--- config.mk ---
export PLATFORM = sky130hd
export DESIGN_NAME = sboot_ctrl
export DESIGN_NICKNAME = d
export VERILOG_FILES = /design/src/rtl/sboot_pkg.sv /design/src/rtl/sboot_spi_engine.sv /design/src/rtl/sboot_word_packer.sv /design/src/rtl/sboot_ctrl.sv
export SDC_FILE = /design/constraint.sdc
export NUM_CORES = 1
export LEC_CHECK = 0
export CAP_MARGIN = 20
export CELL_PAD_IN_SITES_DETAIL_PLACEMENT = 1
export CELL_PAD_IN_SITES_GLOBAL_PLACEMENT = 1
export CORE_ASPECT_RATIO = 0.75
export CORE_MARGIN = 2
export CORE_UTILIZATION = 40
export DETAILED_ROUTE_END_ITERATION = 7
export GPL_ROUTABILITY_DRIVEN = 0
export PLACE_DENSITY_LB_ADDON = 0.15
export REMOVE_ABC_BUFFERS = 1
export SETUP_SLACK_MARGIN = 0.2
export SLEW_MARGIN = 20
export SYNTH_ARGS = -nofsm -noshare
export SYNTH_HDL_FRONTEND = slang
export SYNTH_SLANG_ARGS = --single-unit
--- constraint.sdc ---
create_clock -name clk -period 2.2 [get_ports clk]
set_clock_uncertainty 0.05 [all_clocks]
set_input_delay 0.44 -clock clk [delete_from_list [all_inputs] [get_ports clk]]
set_output_delay 0.44 -clock clk [all_outputs]
set_load 0.02 [all_outputs]
--- src/rtl/sboot_pkg.sv ---
`timescale 1ns/1ps
package sboot_pkg;
    // Field widths fixed by the image layout
    localparam int DIV_W     = 4;
    localparam int LEN_W     = 16;
    localparam int CFG_W     = 32;
    localparam int WORD_W    = 32;
    localparam int CMD_BYTES = 4;
    localparam int HDR_BYTES = 7;
    localparam logic [7:0] READ_OPCODE = 8'h03;

    typedef enum logic [2:0] {
        ST_IDLE,
        ST_CMD,
        ST_HDR,
        ST_PAY,
        ST_CLOSE,
        ST_DONE
    } sboot_state_t;
endpackage

--- src/rtl/sboot_spi_engine.sv ---
`timescale 1ns/1ps
module sboot_spi_engine #(
    parameter int DW = 4
) (
    input  logic          clk,
    input  logic          rst_n,
    input  logic          start,
    input  logic [7:0]    tx_byte,
    input  logic [DW-1:0] half_div,
    output logic          busy,
    output logic          done,
    output logic [7:0]    rx_byte,
    output logic          sck,
    output logic          mosi,
    input  logic          miso
);
    logic [DW-1:0] cnt_q;
    logic [2:0]    bit_q;
    logic [7:0]    sh_q;
    logic [7:0]    rx_q;

    // Each SCK phase lasts half_div + 1 clock cycles
    always_ff @(posedge clk or negedge rst_n) begin
        if (!rst_n) begin
            busy  <= 1'b0;
            done  <= 1'b0;
            sck   <= 1'b0;
            cnt_q <= '0;
            bit_q <= '0;
            sh_q  <= '0;
            rx_q  <= '0;
        end else begin
            done <= 1'b0;
            if (!busy) begin
                if (start) begin
                    busy  <= 1'b1;
                    sh_q  <= tx_byte;
                    bit_q <= '0;
                    cnt_q <= '0;
                    sck   <= 1'b0;
                end
            end else if (cnt_q != half_div) begin
                cnt_q <= cnt_q + 1'b1;
            end else begin
                cnt_q <= '0;
                if (!sck) begin
                    sck  <= 1'b1;
                    rx_q <= {rx_q[6:0], miso};
                end else begin
                    sck <= 1'b0;
                    if (bit_q == 3'd7) begin
                        busy <= 1'b0;
                        done <= 1'b1;
                    end else begin
                        bit_q <= bit_q + 1'b1;
                        sh_q  <= {sh_q[6:0], 1'b0};
                    end
                end
            end
        end
    end

    assign mosi    = sh_q[7];
    assign rx_byte = rx_q;

    AST_SCK_ONLY_BUSY: assert property (@(posedge clk) disable iff (!rst_n)
        sck |-> busy);

    AST_DONE_SINGLE: assert property (@(posedge clk) disable iff (!rst_n)
        done |=> !done);
endmodule

--- src/rtl/sboot_word_packer.sv ---
`timescale 1ns/1ps
module sboot_word_packer #(
    parameter int AW = 16
) (
    input  logic          clk,
    input  logic          rst_n,
    input  logic          byte_vld,
    input  logic [7:0]    byte_in,
    output logic          lane_last,
    output logic          word_vld,
    output logic [31:0]   word,
    output logic [AW-1:0] word_addr
);
    logic [1:0]    lane_q;
    logic [23:0]   acc_q;
    logic [AW-1:0] next_addr_q;

    assign lane_last = (lane_q == 2'd3);

    always_ff @(posedge clk or negedge rst_n) begin
        if (!rst_n) begin
            lane_q      <= '0;
            acc_q       <= '0;
            next_addr_q <= '0;
            word_vld    <= 1'b0;
            word        <= '0;
            word_addr   <= '0;
        end else begin
            word_vld <= 1'b0;
            if (byte_vld) begin
                if (lane_last) begin
                    word_vld    <= 1'b1;
                    word        <= {byte_in, acc_q};
                    word_addr   <= next_addr_q;
                    next_addr_q <= next_addr_q + 1'b1;
                    lane_q      <= '0;
                end else begin
                    unique case (lane_q)
                        2'd0:    acc_q[7:0]   <= byte_in;
                        2'd1:    acc_q[15:8]  <= byte_in;
                        default: acc_q[23:16] <= byte_in;
                    endcase
                    lane_q <= lane_q + 1'b1;
                end
            end
        end
    end

    AST_WORD_STROBE_SINGLE: assert property (@(posedge clk) disable iff (!rst_n)
        word_vld |=> !word_vld);

    AST_ADDR_STEP: assert property (@(posedge clk) disable iff (!rst_n)
        (word_vld && $past(word_vld, 1) == 1'b0 && word_addr != '0) |-> word_addr != $past(word_addr));
endmodule

--- src/rtl/sboot_ctrl.sv ---
`timescale 1ns/1ps
module sboot_ctrl
    import sboot_pkg::*;
#(
    parameter int AW      = 16,
    parameter int DEF_DIV = 7
) (
    input  logic                 clk,
    input  logic                 rst_n,
    output logic                 spi_sck,
    output logic                 spi_mosi,
    input  logic                 spi_miso,
    output logic                 spi_cs_n,
    output logic                 sram_we,
    output logic [AW-1:0]        sram_addr,
    output logic [WORD_W-1:0]    sram_wdata,
    output logic [CFG_W-1:0]     cfg_word,
    output logic [DIV_W-1:0]     clk_div,
    output logic [LEN_W-1:0]     boot_len,
    output logic                 boot_sram,
    output logic                 core_rst_n,
    output logic                 done
);
    localparam logic [DIV_W-1:0] SLOW_DIV  = DIV_W'(DEF_DIV);
    localparam logic [2:0]       CMD_LAST  = 3'(CMD_BYTES - 1);
    localparam logic [2:0]       HDR_LAST  = 3'(HDR_BYTES - 1);

    sboot_state_t     state_q, state_d;
    logic [2:0]       idx_q;
    logic             kick_q;
    logic             div_loaded_q;
    logic [LEN_W-1:0] wcnt_q;

    logic             eng_busy, eng_done;
    logic [7:0]       eng_rx, eng_tx;
    logic [DIV_W-1:0] eng_div;
    logic             lane_last, pk_vld;

    assign eng_tx  = (state_q == ST_CMD && idx_q == 3'd0) ? READ_OPCODE : 8'h00;
    assign eng_div = div_loaded_q ? clk_div : SLOW_DIV;

    sboot_spi_engine #(.DW(DIV_W)) u_eng (
        .clk      (clk),
        .rst_n    (rst_n),
        .start    (kick_q),
        .tx_byte  (eng_tx),
        .half_div (eng_div),
        .busy     (eng_busy),
        .done     (eng_done),
        .rx_byte  (eng_rx),
        .sck      (spi_sck),
        .mosi     (spi_mosi),
        .miso     (spi_miso)
    );

    sboot_word_packer #(.AW(AW)) u_pack (
        .clk       (clk),
        .rst_n     (rst_n),
        .byte_vld  (eng_done && state_q == ST_PAY),
        .byte_in   (eng_rx),
        .lane_last (lane_last),
        .word_vld  (pk_vld),
        .word      (sram_wdata),
        .word_addr (sram_addr)
    );

    assign sram_we = pk_vld;

    // State register
    always_ff @(posedge clk or negedge rst_n) begin
        if (!rst_n) state_q <= ST_IDLE;
        else        state_q <= state_d;
    end

    // Next-state logic
    always_comb begin
        state_d = state_q;
        unique case (state_q)
            ST_IDLE:  state_d = ST_CMD;
            ST_CMD:   if (eng_done && idx_q == CMD_LAST) state_d = ST_HDR;
            ST_HDR:   if (eng_done && idx_q == HDR_LAST)
                          state_d = (boot_len == '0) ? ST_CLOSE : ST_PAY;
            ST_PAY:   if (eng_done && lane_last && wcnt_q == boot_len) state_d = ST_CLOSE;
            ST_CLOSE: state_d = ST_DONE;
            ST_DONE:  state_d = ST_DONE;
            default:  state_d = ST_IDLE;
        endcase
    end

    // Output and capture registers
    always_ff @(posedge clk or negedge rst_n) begin
        if (!rst_n) begin
            idx_q        <= '0;
            kick_q       <= 1'b0;
            div_loaded_q <= 1'b0;
            wcnt_q       <= '0;
            spi_cs_n     <= 1'b1;
            cfg_word     <= '0;
            clk_div      <= '0;
            boot_len     <= '0;
            boot_sram    <= 1'b0;
            core_rst_n   <= 1'b0;
            done         <= 1'b0;
        end else begin
            kick_q <= 1'b0;
            unique case (state_q)
                ST_IDLE: begin
                    spi_cs_n <= 1'b0;
                    kick_q   <= 1'b1;
                    idx_q    <= '0;
                end
                ST_CMD: begin
                    if (eng_done) begin
                        kick_q <= 1'b1;
                        idx_q  <= (idx_q == CMD_LAST) ? 3'd0 : idx_q + 1'b1;
                    end
                end
                ST_HDR: begin
                    if (eng_done) begin
                        unique case (idx_q)
                            3'd0: begin
                                clk_div      <= eng_rx[DIV_W-1:0];
                                div_loaded_q <= 1'b1;
                            end
                            3'd1:    boot_len[7:0]   <= eng_rx;
                            3'd2:    boot_len[15:8]  <= eng_rx;
                            3'd3:    cfg_word[7:0]   <= eng_rx;
                            3'd4:    cfg_word[15:8]  <= eng_rx;
                            3'd5:    cfg_word[23:16] <= eng_rx;
                            default: cfg_word[31:24] <= eng_rx;
                        endcase
                        idx_q <= idx_q + 1'b1;
                        if (idx_q != HDR_LAST || boot_len != '0) kick_q <= 1'b1;
                    end
                end
                ST_PAY: begin
                    if (eng_done) begin
                        if (lane_last) wcnt_q <= wcnt_q + 1'b1;
                        if (!(lane_last && wcnt_q == boot_len)) kick_q <= 1'b1;
                    end
                end
                ST_CLOSE: begin
                    spi_cs_n  <= 1'b1;
                    boot_sram <= (boot_len != '0);
                end
                ST_DONE: begin
                    core_rst_n <= 1'b1;
                    done       <= 1'b1;
                end
                default: ;
            endcase
        end
    end

    AST_CS_SCK_IDLE: assert property (@(posedge clk) disable iff (!rst_n)
        spi_cs_n |-> !spi_sck);

    AST_NO_WRITE_ZERO_LEN: assert property (@(posedge clk) disable iff (!rst_n)
        sram_we |-> (boot_len != '0));

    AST_SEL_SETTLED: assert property (@(posedge clk) disable iff (!rst_n)
        $rose(core_rst_n) |-> ($stable(boot_sram) && spi_cs_n));

    AST_QUIET_AFTER_DONE: assert property (@(posedge clk) disable iff (!rst_n)
        done |-> (!sram_we && !spi_sck && !eng_busy));

    AST_HOLD_AFTER_RELEASE: assert property (@(posedge clk) disable iff (!rst_n)
        core_rst_n |=> (core_rst_n && done && $stable(cfg_word) && $stable(clk_div)
                        && $stable(boot_len)));
endmodule

**Yosys cells after proc, flatten, opt, wreduce, memory -nomap -nowiden**

Index checks and enable logic that the tools add are counted.

- Reductions and logical operators: 36
- Bitwise operators: 5
- Equality and inequality tests: 25
- Add/sub/neg operators: 6
- Mux-type cells: 47

Operators by type and width:

| operator | count |
|---|---|
| AND reduction 3 bit | 14 |
| 2-to-1 mux 8 bit | 5 |
| 2-to-1 mux 3 bit | 12 |
| adder 16 x 1 -> 16 bit (second input constant) | 2 |
| 2-to-1 mux 1 bit | 20 |
| == test 3 bit (second input constant) | 6 |
| == test 16 bit | 1 |
| zero test 16 bit | 1 |
| 2-to-1 mux 4 bit | 4 |
| nonzero test 16 bit | 1 |
| one-hot mux 3 bit (5 select lines) | 1 |
| == test 3 x 2 -> 1 bit (second input constant) | 4 |
| one-hot mux 3 bit (3 select lines) | 1 |
| != test 2 x 1 -> 1 bit (second input constant) | 4 |
| != test 2 bit (second input constant) | 4 |
| logical AND 1 bit | 7 |
| adder 3 x 1 -> 3 bit (second input constant) | 2 |
| == test 3 x 1 -> 1 bit (second input constant) | 2 |
| zero test 3 bit | 2 |
| OR reduction 6 bit | 1 |
| inverter 1 bit | 5 |
| adder 4 x 1 -> 4 bit (second input constant) | 1 |
| 2-to-1 mux 2 bit | 2 |
| != test 4 bit | 1 |
| 13 further kinds | 16 |

- Output and inout port bits: 107
- Logic and storage cells: 149
- Register bits: 196

**Longest topological paths before layout**

Gate-level depths: netlist (run 1).

- Depth in word-level cells: 5
- Depth in mapped cells: 8
- Gate-level depth less buffers: 7

**Modules after synthesis**

Synthesis (run 1) repeated with hierarchy kept, for this count alone.

- Cells, all modules: 709
- Area total of the unflattened synthesis: 8348.0 µm²

Modules (own cells, without submodules):

| module | instances | seq. area each (µm²) | cells each | area each (µm²) |
|---|---|---|---|---|
| sboot_ctrl | 1 | 1978.1 | 284 | 3598.5 |
| sboot_word_packer | 1 | 2277.2 | 330 | 3534.6 |
| sboot_spi_engine | 1 | 650.6 | 95 | 1214.9 |

**Least setup slack after synthesis (run 1)**

Ideal clock, no wire load.

- Path type: reg2reg
- From: register clk_div[3]
- To: register u_eng.rx_q[0] (netlist: u_eng.rx_byte[0])
- Stages on the path, launching flop included: 7
- Buffers on the path: 1
- Arrival: 2051 ps
- Library setup time: 125 ps
- Data required time: 2025 ps
- Slack: -26 ps
- Cell sequence: dfrtp_1 > xor2_1 > or4b_4 > a22oi_4 > and3b_1 > buf_6 > mux2_2

- Word-level cells in the longest chain between the ends: 4

RTL lines:

| what | RTL line | text |
|---|---|---|
| start, declared | sboot_ctrl.sv:18 | `output logic [DIV_W-1:0] clk_div,` |
| start signal, assigned | sboot_ctrl.sv:122 | `clk_div <= eng_rx[DIV_W-1:0];` |
| 2-to-1 mux 4 bit | sboot_ctrl.sv:40 | `assign eng_div = div_loaded_q ? clk_div : SLOW_DIV;` |
| != test 4 bit | sboot_spi_engine.sv:42 | `end else if (cnt_q != half_div) begin` |
| inverter 1 bit (no source line) | n/a |  |
| AND reduction 3 bit (no source line) | n/a |  |
| end signal, assigned | sboot_spi_engine.sv:48 | `rx_q <= {rx_q[6:0], miso};` |
| end, declared | sboot_spi_engine.sv:20 | `logic [7:0] rx_q;` |

No other way between the ends.
A chain may end at the register's enable or synchronous reset.

**Worst setup path after layout (run 1)**

- From: register u_eng.cnt_q[3]
- To: register u_eng.rx_q[5] (netlist: u_eng.rx_byte[5])

- Word-level cells in the longest chain between the ends: 3

RTL lines:

| what | RTL line | text |
|---|---|---|
| start, declared | sboot_spi_engine.sv:17 | `logic [DW-1:0] cnt_q;` |
| start signal, assigned | sboot_spi_engine.sv:43 | `cnt_q <= cnt_q + 1'b1;` |
| != test 4 bit | sboot_spi_engine.sv:42 |  |
| inverter 1 bit (no source line) | n/a |  |
| AND reduction 3 bit (no source line) | n/a |  |

No other way between the ends.

==> results of run 1 <==
## per-layer routing
layer / GRT usage / vias up / wire length, um
li1: - / 2488 / -
met1: 0.277 / 2805 / 9720
met2: 0.311 / 87 / 9570
met3: 0.0538 / 17 / 1010
met4: 0.0452 / 0 / 216
met5: 0 / - / 0
## synth_stat cells, types with 6 or more instances
cell	n	area, um^2
sky130_fd_sc_hd__o21ai_0	23	115
sky130_fd_sc_hd__xor2_1	30	263
sky130_fd_sc_hd__mux2_2	135	1520
sky130_fd_sc_hd__nand2b_1	7	43.8
sky130_fd_sc_hd__clkbuf_1	16	60.1
sky130_fd_sc_hd__nand2_1	56	210
sky130_fd_sc_hd__nand3_1	18	90.1
sky130_fd_sc_hd__nand4_1	10	62.6
sky130_fd_sc_hd__nor2_1	23	86.3
sky130_fd_sc_hd__inv_1	10	37.5
sky130_fd_sc_hd__and3_1	7	43.8
sky130_fd_sc_hd__ha_1	15	188
sky130_fd_sc_hd__dfrtp_1	195	4880
sky130_fd_sc_hd__nor3_1	6	30.0
sky130_fd_sc_hd__xnor2_1	19	166
sky130_fd_sc_hd__nor4_1	12	75.1
## power by group through the flow
stage,combinational [uW],clock (uW),sequential (uW)
finish,93.9,3150,3620
global route,110,3390,3620
CTS,98.3,3220,3620
detailed placement,96.4,0,3690
global placement,92.3,0,3690
floorplan,2.96,0,3680
## state kept, by name (all words and copies together), names as in the netlist, 2 cells and up
register / count
clk_div: 4
u_eng.rx_byte: 8
cfg_word: 32
u_eng.bit_q: 3
u_pack.word: 32
u_pack.word_addr: 16
state_q: 3
u_pack.next_addr_q: 16
u_eng.cnt_q: 4
u_pack.lane_q: 2
u_eng.sh_q: 8
boot_len: 16
wcnt_q: 16
idx_q: 3
u_pack.acc_q: 24
## per-stage QoR
step / power, uW / TNS [ns] / hold WS, ns / worst slack [ns] / std cells
after global routing: 7110 / -0.0648 / 0.469 / -0.0215 / 1036
after CTS: 6930 / 0 / 0.438 / 0.0272 / 1031
final: 6860 / 0 / 0.433 / 0.0291 / 1036
after floorplan: 3680 / -87.80 / 0.0944 / -1.57 / 602
after detailed placement: 3790 / -0.257 / 0.400 / -0.0395 / 992
after global placement: 3780 / 0 / 0.391 / 0.0354 / 992
## layout make-up
type	count	area, um^2
Clock buffer	18	439
Clock inverter	14	165
Timing Repair Buffer	144	1490
Inverter	10	37.5
Fill cell	2031	9560
Sequential cell	196	4910
Multi-Input combinational cell	396	3350
Tap cell	258	323
## repair_timing
item | CTS | global route
buffers inserted | 5 | 4
endpoints found under the setup margin | 32 | 131
gates cloned | 1 | 1
pin swaps | 3 | 4
resized for setup | 18 | 42
hold buffers | 1 | 0
hold endpoints to repair | 49 | 0
## worst max path at each step
| stage | start | endpoint | slack [ns] | cells past startpoint |
|---|---|---|---|---|
| final | u_eng.cnt_q[3]$_DFFE_PN0P_ | u_eng.rx_byte[5]$_DFFE_PN0P_ | 0.03 | 5 |
| after detailed placement | clk_div[3]$_DFFE_PN0P_ | u_eng.rx_byte[6]$_DFFE_PN0P_ | -0.04 | 5 |
| after global placement | clk_div[3]$_DFFE_PN0P_ | u_eng.rx_byte[4]$_DFFE_PN0P_ | 0.04 | 5 |
| after floorplan | u_pack.lane_q[0]$_DFFE_PN0P_ | wcnt_q[4]$_DFFE_PN0P_ | -1.57 | 5 |
| after CTS | u_eng.cnt_q[3]$_DFFE_PN0P_ | u_eng.rx_byte[5]$_DFFE_PN0P_ | 0.03 | 5 |
| after global routing | u_eng.cnt_q[3]$_DFFE_PN0P_ | u_eng.rx_byte[5]$_DFFE_PN0P_ | -0.02 | 5 |
## worst max-delay path, cell delays in order (launching register included)
cell,delay (ns)
sky130_fd_sc_hd__dfrtp_1,0.41
sky130_fd_sc_hd__xor2_1,0.15
sky130_fd_sc_hd__or4b_4,0.51
sky130_fd_sc_hd__a22oi_4,0.21
sky130_fd_sc_hd__and3b_2,0.38
sky130_fd_sc_hd__mux2_4,0.33
## kinds of logic (layout without fill, tap and decap cells)
logic type,count (synthesis),in the layout
mux,136,136
compound gates,39,39
flops,196,196
buf+inv,35,186
xor+xnor,49,49
simple gates,156,156
fa+ha+maj,16,16
==> impl_metrics.py, run 1 <==
metrics = {
    "run_status": {
        "run_status": "complete, no violations",
    },
    "critical_path": {
        "worstPathRequired_ns": 2.45,
        "r2r_end": "u_eng.rx_byte[5]$_DFFE_PN0P_",
        "crit_path_end_kind": "flip-flop",
        "path_max_fanout": 8,
        "r2r_cells": 5,
        "critical_path_arrival_ns": 2.42,
        "criticalPathCategory": "flip-flop to flip-flop",
        "reg2reg_from": "u_eng.cnt_q[3]$_DFFE_PN0P_",
        "rrSetupSlack_ns": 0.03,
        "setup.worst_path.start_class": "flip-flop",
    },
    "logic_synthesis": {
        "syn_inst": 627,
        "average_footprint_of_a_synthesized_cell_um2": 13.2,
        "async_flop_share": 1.00,
        "yosys.area_share.xor_xnor": 0.0519,
        "share_of_the_synthesized_area_in_compound_gates_ao_oa_aoi_oai": 0.0327,
        "synth.area.mux_share": 0.185,
        "largest_family_of_logic_cells_by_synthesized_area": "multiplexers",
        "synth_fa_ha_area_frac": 0.0239,
        "yosys_register_bits": 196,
        "synth_simple_gate_area_frac": 0.0943,
        "synth.yosys.seq_area_share": 0.594,
        "number_of_enable_type_register_cells_in_the_synthesized_netlist": 0,
        "ys_warn_count": 0,
        "synth_unique_cells": 45,
        "ys_dominant_reg_cell": "sky130_fd_sc_hd__dfrtp_1",
        "mappedNetlistArea_um2": 8260,
    },
    "die": {
        "floorplan.die_area_um2": 21800,
        "die-height_um": 128,
        "die_w_um": 170,
        "total_number_of_placement_rows": 45,
        "design.core.area_um2": 20300,
        "boundary_pins": 110,
        "initial_core_utilization": 0.408,
    },
    "clock_tree": {
        "clockRootBuffer": "sky130_fd_sc_hd__clkbuf_16",
        "cts.sink_count": 196,
        "cts.clk_slew.worst_paths_ns": 0.08,
        "cts_max_level": 4,
        "cts_made_buffers": 17,
        "clock_insertion_delay_worst_skew_ns": 0.43,
        "cts_tree": "built",
        "longest_clk_path_bufs": 2,
    },
    "power": {
        "internal_power_uw": 5280,
        "seq_power_share": 0.527,
        "vdd.ir_drop.worst_mv": 0.360,
        "net-switching-power_uw": 1580,
        "p_sw_frac": 0.230,
        "power-per-cell-area_nw_per_um2": 640,
        "power.combinational.fraction": 0.014,
        "clock_group_share_of_total_power": 0.459,
        "cellLeakagePower_uw": 0.00545,
    },
    "cells_and_area": {
        "final_core_utilization": 0.528,
        "final_common_cell": "sky130_fd_sc_hd__dfrtp_1",
        "antennaDiodeCount": 0,
        "layout_common_cells": "sky130_fd_sc_hd__dfrtp_1 (194), sky130_fd_sc_hd__mux2_2 (127), sky130_fd_sc_hd__clkdlybuf4s50_1 (86), sky130_fd_sc_hd__nand2_1 (51), sky130_fd_sc_hd__xor2_1 (30)",
        "post_route_cells_drive_above_1_share": 0.293,
        "final_design_area_no_fill_um2": 10700,
        "flow.area_growth_from_synthesis_pct": 29.6,
        "finish.net_count": 783,
    },
    "worst_hold_path": {
        "source_of_the_worst_hold_timing_path": "u_pack.next_addr_q[15]$_DFFE_PN0P_",
        "timing.hold.worst.class": "flip-flop to flip-flop",
        "whs_endpoint": "u_pack.next_addr_q[15]$_DFFE_PN0P_",
        "whs_path_depth": 1,
    },
    "sta": {
        "tightestPinTransition_ns": 0.781,
        "timing.final.max_slew_violations": 0,
        "finalCritPeriodShare": 0.987,
        "timing.max_slew.rel_slack": 0.480,
        "setup-violations-final": 0,
        "finalHoldViolations": 0,
        "rsz_0062_raised_after_global_routing": "true",
        "period_minus_slack_ns": 2.17,
        "highest_achievable_clock_rate_mhz": 461,
    },
    "drt": {
        "first_iter_violations": 251,
        "drt-wirelength-per-cell_um": 19.8,
        "drt_wl_total_mm": 20.5,
        "route.vias.total": 5397,
        "drcViolationCount": 0,
        "detail_route.vias_per_cell": 5.21,
        "drtPass1Iterations": 4,
        "number_of_routed_nets_with_antenna_violations": 0,
    },
    "global_route": {
        "largest_net_degree_at_the_start_of_global_routing": 55,
        "global_route.overflow_total": 0,
        "number_of_global_route_vias_before_repair": 5969,
        "first_pass_grt_wire_length_mm": 33.2,
        "gr-usage-all-layers": 0.198,
        "grt_antenna_before_repair": 0,
    },
    "placement": {
        "post_dp_cell_area_um2": 9810,
        "place_hpwl_mm": 13.8,
        "place.port_buffers": 109,
    },
    "job": {
        "cap_viol_max_count": 0,
    },
}
Note: power is estimated with default switching activity, not from simulation.
==> run 2: changes to the inputs <==
--- a/config.mk
+++ b/config.mk
@@ -9,10 +9,9 @@
 export CELL_PAD_IN_SITES_DETAIL_PLACEMENT = 1
 export CELL_PAD_IN_SITES_GLOBAL_PLACEMENT = 1
 export CORE_ASPECT_RATIO = 0.75
-export CORE_MARGIN = 2
+export CORE_MARGIN = 1
 export CORE_UTILIZATION = 40
 export DETAILED_ROUTE_END_ITERATION = 7
-export GPL_ROUTABILITY_DRIVEN = 0
 export PLACE_DENSITY_LB_ADDON = 0.15
 export REMOVE_ABC_BUFFERS = 1
 export SETUP_SLACK_MARGIN = 0.2
==> run 2 against run 1 <==
  * Register-to-register slack got worse by 0.02 ns
  * Utilization shrank 0.69 points
  * Sequential power hardly changed
  * Setup slack worse by 0.020 ns
  * Hold slack got worse by 0.0093 ns
==> impl_metrics.py, run 2 (synthesis gave the netlist of run 1 again) <==
metrics = {
    "run_status": {
        "run_status": "complete, no violations",
    },
    "drt": {
        "drt-wirelength-per-cell_um": 20.1,
        "first_iter_violations": 326,
        "drt_wl_total_mm": 20.7,
        "drcViolationCount": 0,
        "detail_route.vias_per_cell": 5.25,
        "drtPass1Iterations": 4,
        "route.vias.total": 5409,
        "number_of_routed_nets_with_antenna_violations": 0,
    },
    "clock_tree": {
        "cts.clk_slew.worst_paths_ns": 0.08,
        "cts_tree": "built",
        "longest_clk_path_bufs": 2,
        "cts_max_level": 4,
        "clockRootBuffer": "sky130_fd_sc_hd__clkbuf_16",
        "cts_made_buffers": 17,
        "clock_insertion_delay_worst_skew_ns": 0.44,
        "cts.sink_count": 196,
    },
    "job": {
        "cap_viol_max_count": 0,
    },
    "critical_path": {
        "cp_slowest_cell": "sky130_fd_sc_hd__or4b_4",
        "timing.critical_path.slowest_cell_delay_ns": 0.51,
        "top_delay_family_on_crit_path": "simple AND/OR/NAND/NOR gates",
        "cp_num_buf_inv": 3,
        "setup.worst_path.start_class": "flip-flop",
        "criticalPathCategory": "flip-flop to flip-flop",
        "critical_path_arrival_ns": 2.49,
        "worstPathRequired_ns": 2.49,
        "path_max_fanout": 9,
        "worstPathCellList": "xor2_1, or4b_4, buf_4, a221oi_4, buf_12, clkbuf_16, nand2_1, o211ai_1",
        "crit_path_end_kind": "flip-flop",
    },
    "global_route": {
        "gr-usage-all-layers": 0.209,
        "global_route.overflow_total": 0,
        "number_of_global_route_vias_before_repair": 6017,
        "grt_antenna_before_repair": 0,
        "first_pass_grt_wire_length_mm": 33.9,
        "largest_net_degree_at_the_start_of_global_routing": 61,
    },
    "cells_and_area": {
        "flow.area_growth_from_synthesis_pct": 27.6,
        "layout_common_cells": "sky130_fd_sc_hd__dfrtp_1 (194), sky130_fd_sc_hd__mux2_2 (133), sky130_fd_sc_hd__clkdlybuf4s50_1 (84), sky130_fd_sc_hd__nand2_1 (52), sky130_fd_sc_hd__xor2_1 (30)",
        "final_common_cell": "sky130_fd_sc_hd__dfrtp_1",
        "finish.net_count": 777,
        "filler_cell_count": 1998,
        "stdcell_count": 1030,
        "post_route_cells_drive_above_1_share": 0.284,
        "antennaDiodeCount": 0,
        "largest_registers": "cfg_word: 32 flops, u_pack.word: 32 flops, u_pack.acc_q: 24 flops",
    },
    "placement": {
        "routabilityCongestion": 0.842,
        "place_hpwl_mm": 14.0,
        "place.port_buffers": 109,
        "dpl.cell_count": 989,
        "dp_slack_ns": -0.0823,
    },
    "sta": {
        "finalHoldViolations": 0,
        "tightestPinTransition_ns": 0.738,
        "timing.final.max_slew_violations": 0,
        "highest_achievable_clock_rate_mhz": 456,
        "smallest_setup_slack_after_layout_ns": 0.00910,
        "rsz_0062_raised_after_global_routing": "true",
        "setup-violations-final": 0,
        "finalCritPeriodShare": 0.996,
        "timing.max_slew.rel_slack": 0.508,
        "period_minus_slack_ns": 2.19,
    },
    "die": {
        "floorplan.die_area_um2": 21200,
        "initial_core_utilization": 0.409,
        "die_w_um": 168,
        "die-height_um": 126,
        "design.core.area_um2": 20200,
        "total_number_of_placement_rows": 45,
        "boundary_pins": 110,
    },
    "power": {
        "seq_power_share": 0.538,
        "power.combinational.fraction": 0.013,
        "internal_power_uw": 5170,
        "cellLeakagePower_uw": 0.00531,
        "clock_group_share_of_total_power": 0.449,
        "net-switching-power_uw": 1560,
        "power-per-cell-area_nw_per_um2": 638,
        "p_sw_frac": 0.232,
        "vdd.ir_drop.worst_mv": 0.481,
    },
    "worst_hold_path": {
        "timing.hold.worst.class": "flip-flop to flip-flop",
    },
}
-- run 2: cell types whose count changed in the layout (fill, tap and decap cells not counted), moves of 4 or more --
cell,change
sky130_fd_sc_hd__mux2_2,+6
sky130_fd_sc_hd__dlygate4sd2_1,+6
sky130_fd_sc_hd__mux2_4,-6
sky130_fd_sc_hd__buf_4,-4
sky130_fd_sc_hd__dlymetal6s2s_1,-4
-- run 2: final cells by class --
type	instances	area, um^2	share of cell area
Sequential cell	196	4910	0.466
Multi-Input combinational cell	396	3300	0.313
Timing Repair Buffer	138	1400	0.133
Clock buffer	19	453	0.0430
Tap cell	258	323	0.0306
Clock inverter	13	118	0.0112
Inverter	10	37.5	0.00356
-- run 2: timing repair --
action                                  in CTS  in global routing
buffers inserted                             5                  2
endpoints found under the setup margin      39                 96
cloned                                       0                  1
hold endpoints to repair                    55                  0
hold buffers                                 1                  0
gates resized for setup                     26                 25
pin swaps                                    1                  2
-- run 2: layer usage --
metal | global-route usage | vias to the layer above | share of wire
li1 | - | 2461 | -
met1 | 0.288 | 2829 | 0.47
met2 | 0.321 | 109 | 0.46
met3 | 0.0690 | 10 | 0.062
met4 | 0.0496 | 0 | 0.0074
met5 | 0 | - | 0
-- run 2: final timing paths --
check,from,end,slack [ns],depth (start not counted)
hold reg to reg,u_pack.next_addr_q[15]$_DFFE_PN0P_,u_pack.next_addr_q[15]$_DFFE_PN0P_,0.42,1
hold / removal,u_pack.next_addr_q[15]$_DFFE_PN0P_,u_pack.next_addr_q[15]$_DFFE_PN0P_,0.42,1
setup / recovery,clk_div[3]$_DFFE_PN0P_,u_eng.sh_q[1]$_DFFE_PN0P_,0.009,8
min in group asynchronous,rst_n,wcnt_q[13]$_DFFE_PN0P_,0.50,2
setup reg to reg,clk_div[3]$_DFFE_PN0P_,u_eng.sh_q[1]$_DFFE_PN0P_,0.009,8
max in group asynchronous,rst_n,u_pack.word_addr[14]$_DFFE_PN0P_,0.88,3
-- run 2: worst register-to-register path, stage by stage, from the launching register on --
cell and delay, ns:
sky130_fd_sc_hd__dfrtp_1 0.42, sky130_fd_sc_hd__xor2_1 0.18, sky130_fd_sc_hd__or4b_4 0.51, sky130_fd_sc_hd__buf_4 0.16, sky130_fd_sc_hd__a221oi_4 0.33, sky130_fd_sc_hd__buf_12 0.16
sky130_fd_sc_hd__clkbuf_16 0.15, sky130_fd_sc_hd__nand2_1 0.06, sky130_fd_sc_hd__o211ai_1 0.07
-- run 2: metrics by stage --
step                 util  power (uW)  TNS (ns)  instance area, um^2  hold WS, ns
CTS                 0.515        6830         0                10400        0.426
detailed placement  0.484        3790    -0.570                 9790        0.415
floorplan               -        3680    -87.80                 8150       0.0944
global placement    0.484        3780         0                 9790        0.405
finish              0.522        6730         0                10500        0.424
global route        0.522        6980    -0.476                10500        0.442
-- run 2: power groups by stage --
stage / clock [uW] / combinational [uW] / sequential, uW
6_report: 3020 / 89.8 / 3620
5_1_grt: 3250 / 107 / 3620
4_1_cts: 3110 / 96.5 / 3620
3_5_place_dp: 0 / 95.2 / 3690
3_3_place_gp: 0 / 90.3 / 3690
2_1_floorplan: 0 / 2.96 / 3680
==> run 3: changes to the inputs <==
--- a/config.mk
+++ b/config.mk
@@ -9,7 +9,6 @@
 export CELL_PAD_IN_SITES_DETAIL_PLACEMENT = 1
 export CELL_PAD_IN_SITES_GLOBAL_PLACEMENT = 1
 export CORE_ASPECT_RATIO = 0.75
-export CORE_MARGIN = 1
 export CORE_UTILIZATION = 40
 export DETAILED_ROUTE_END_ITERATION = 7
 export PLACE_DENSITY_LB_ADDON = 0.15
==> results of run 3 <==
Same layout as run 2: the final DEF is identical, and so are final timing and power.
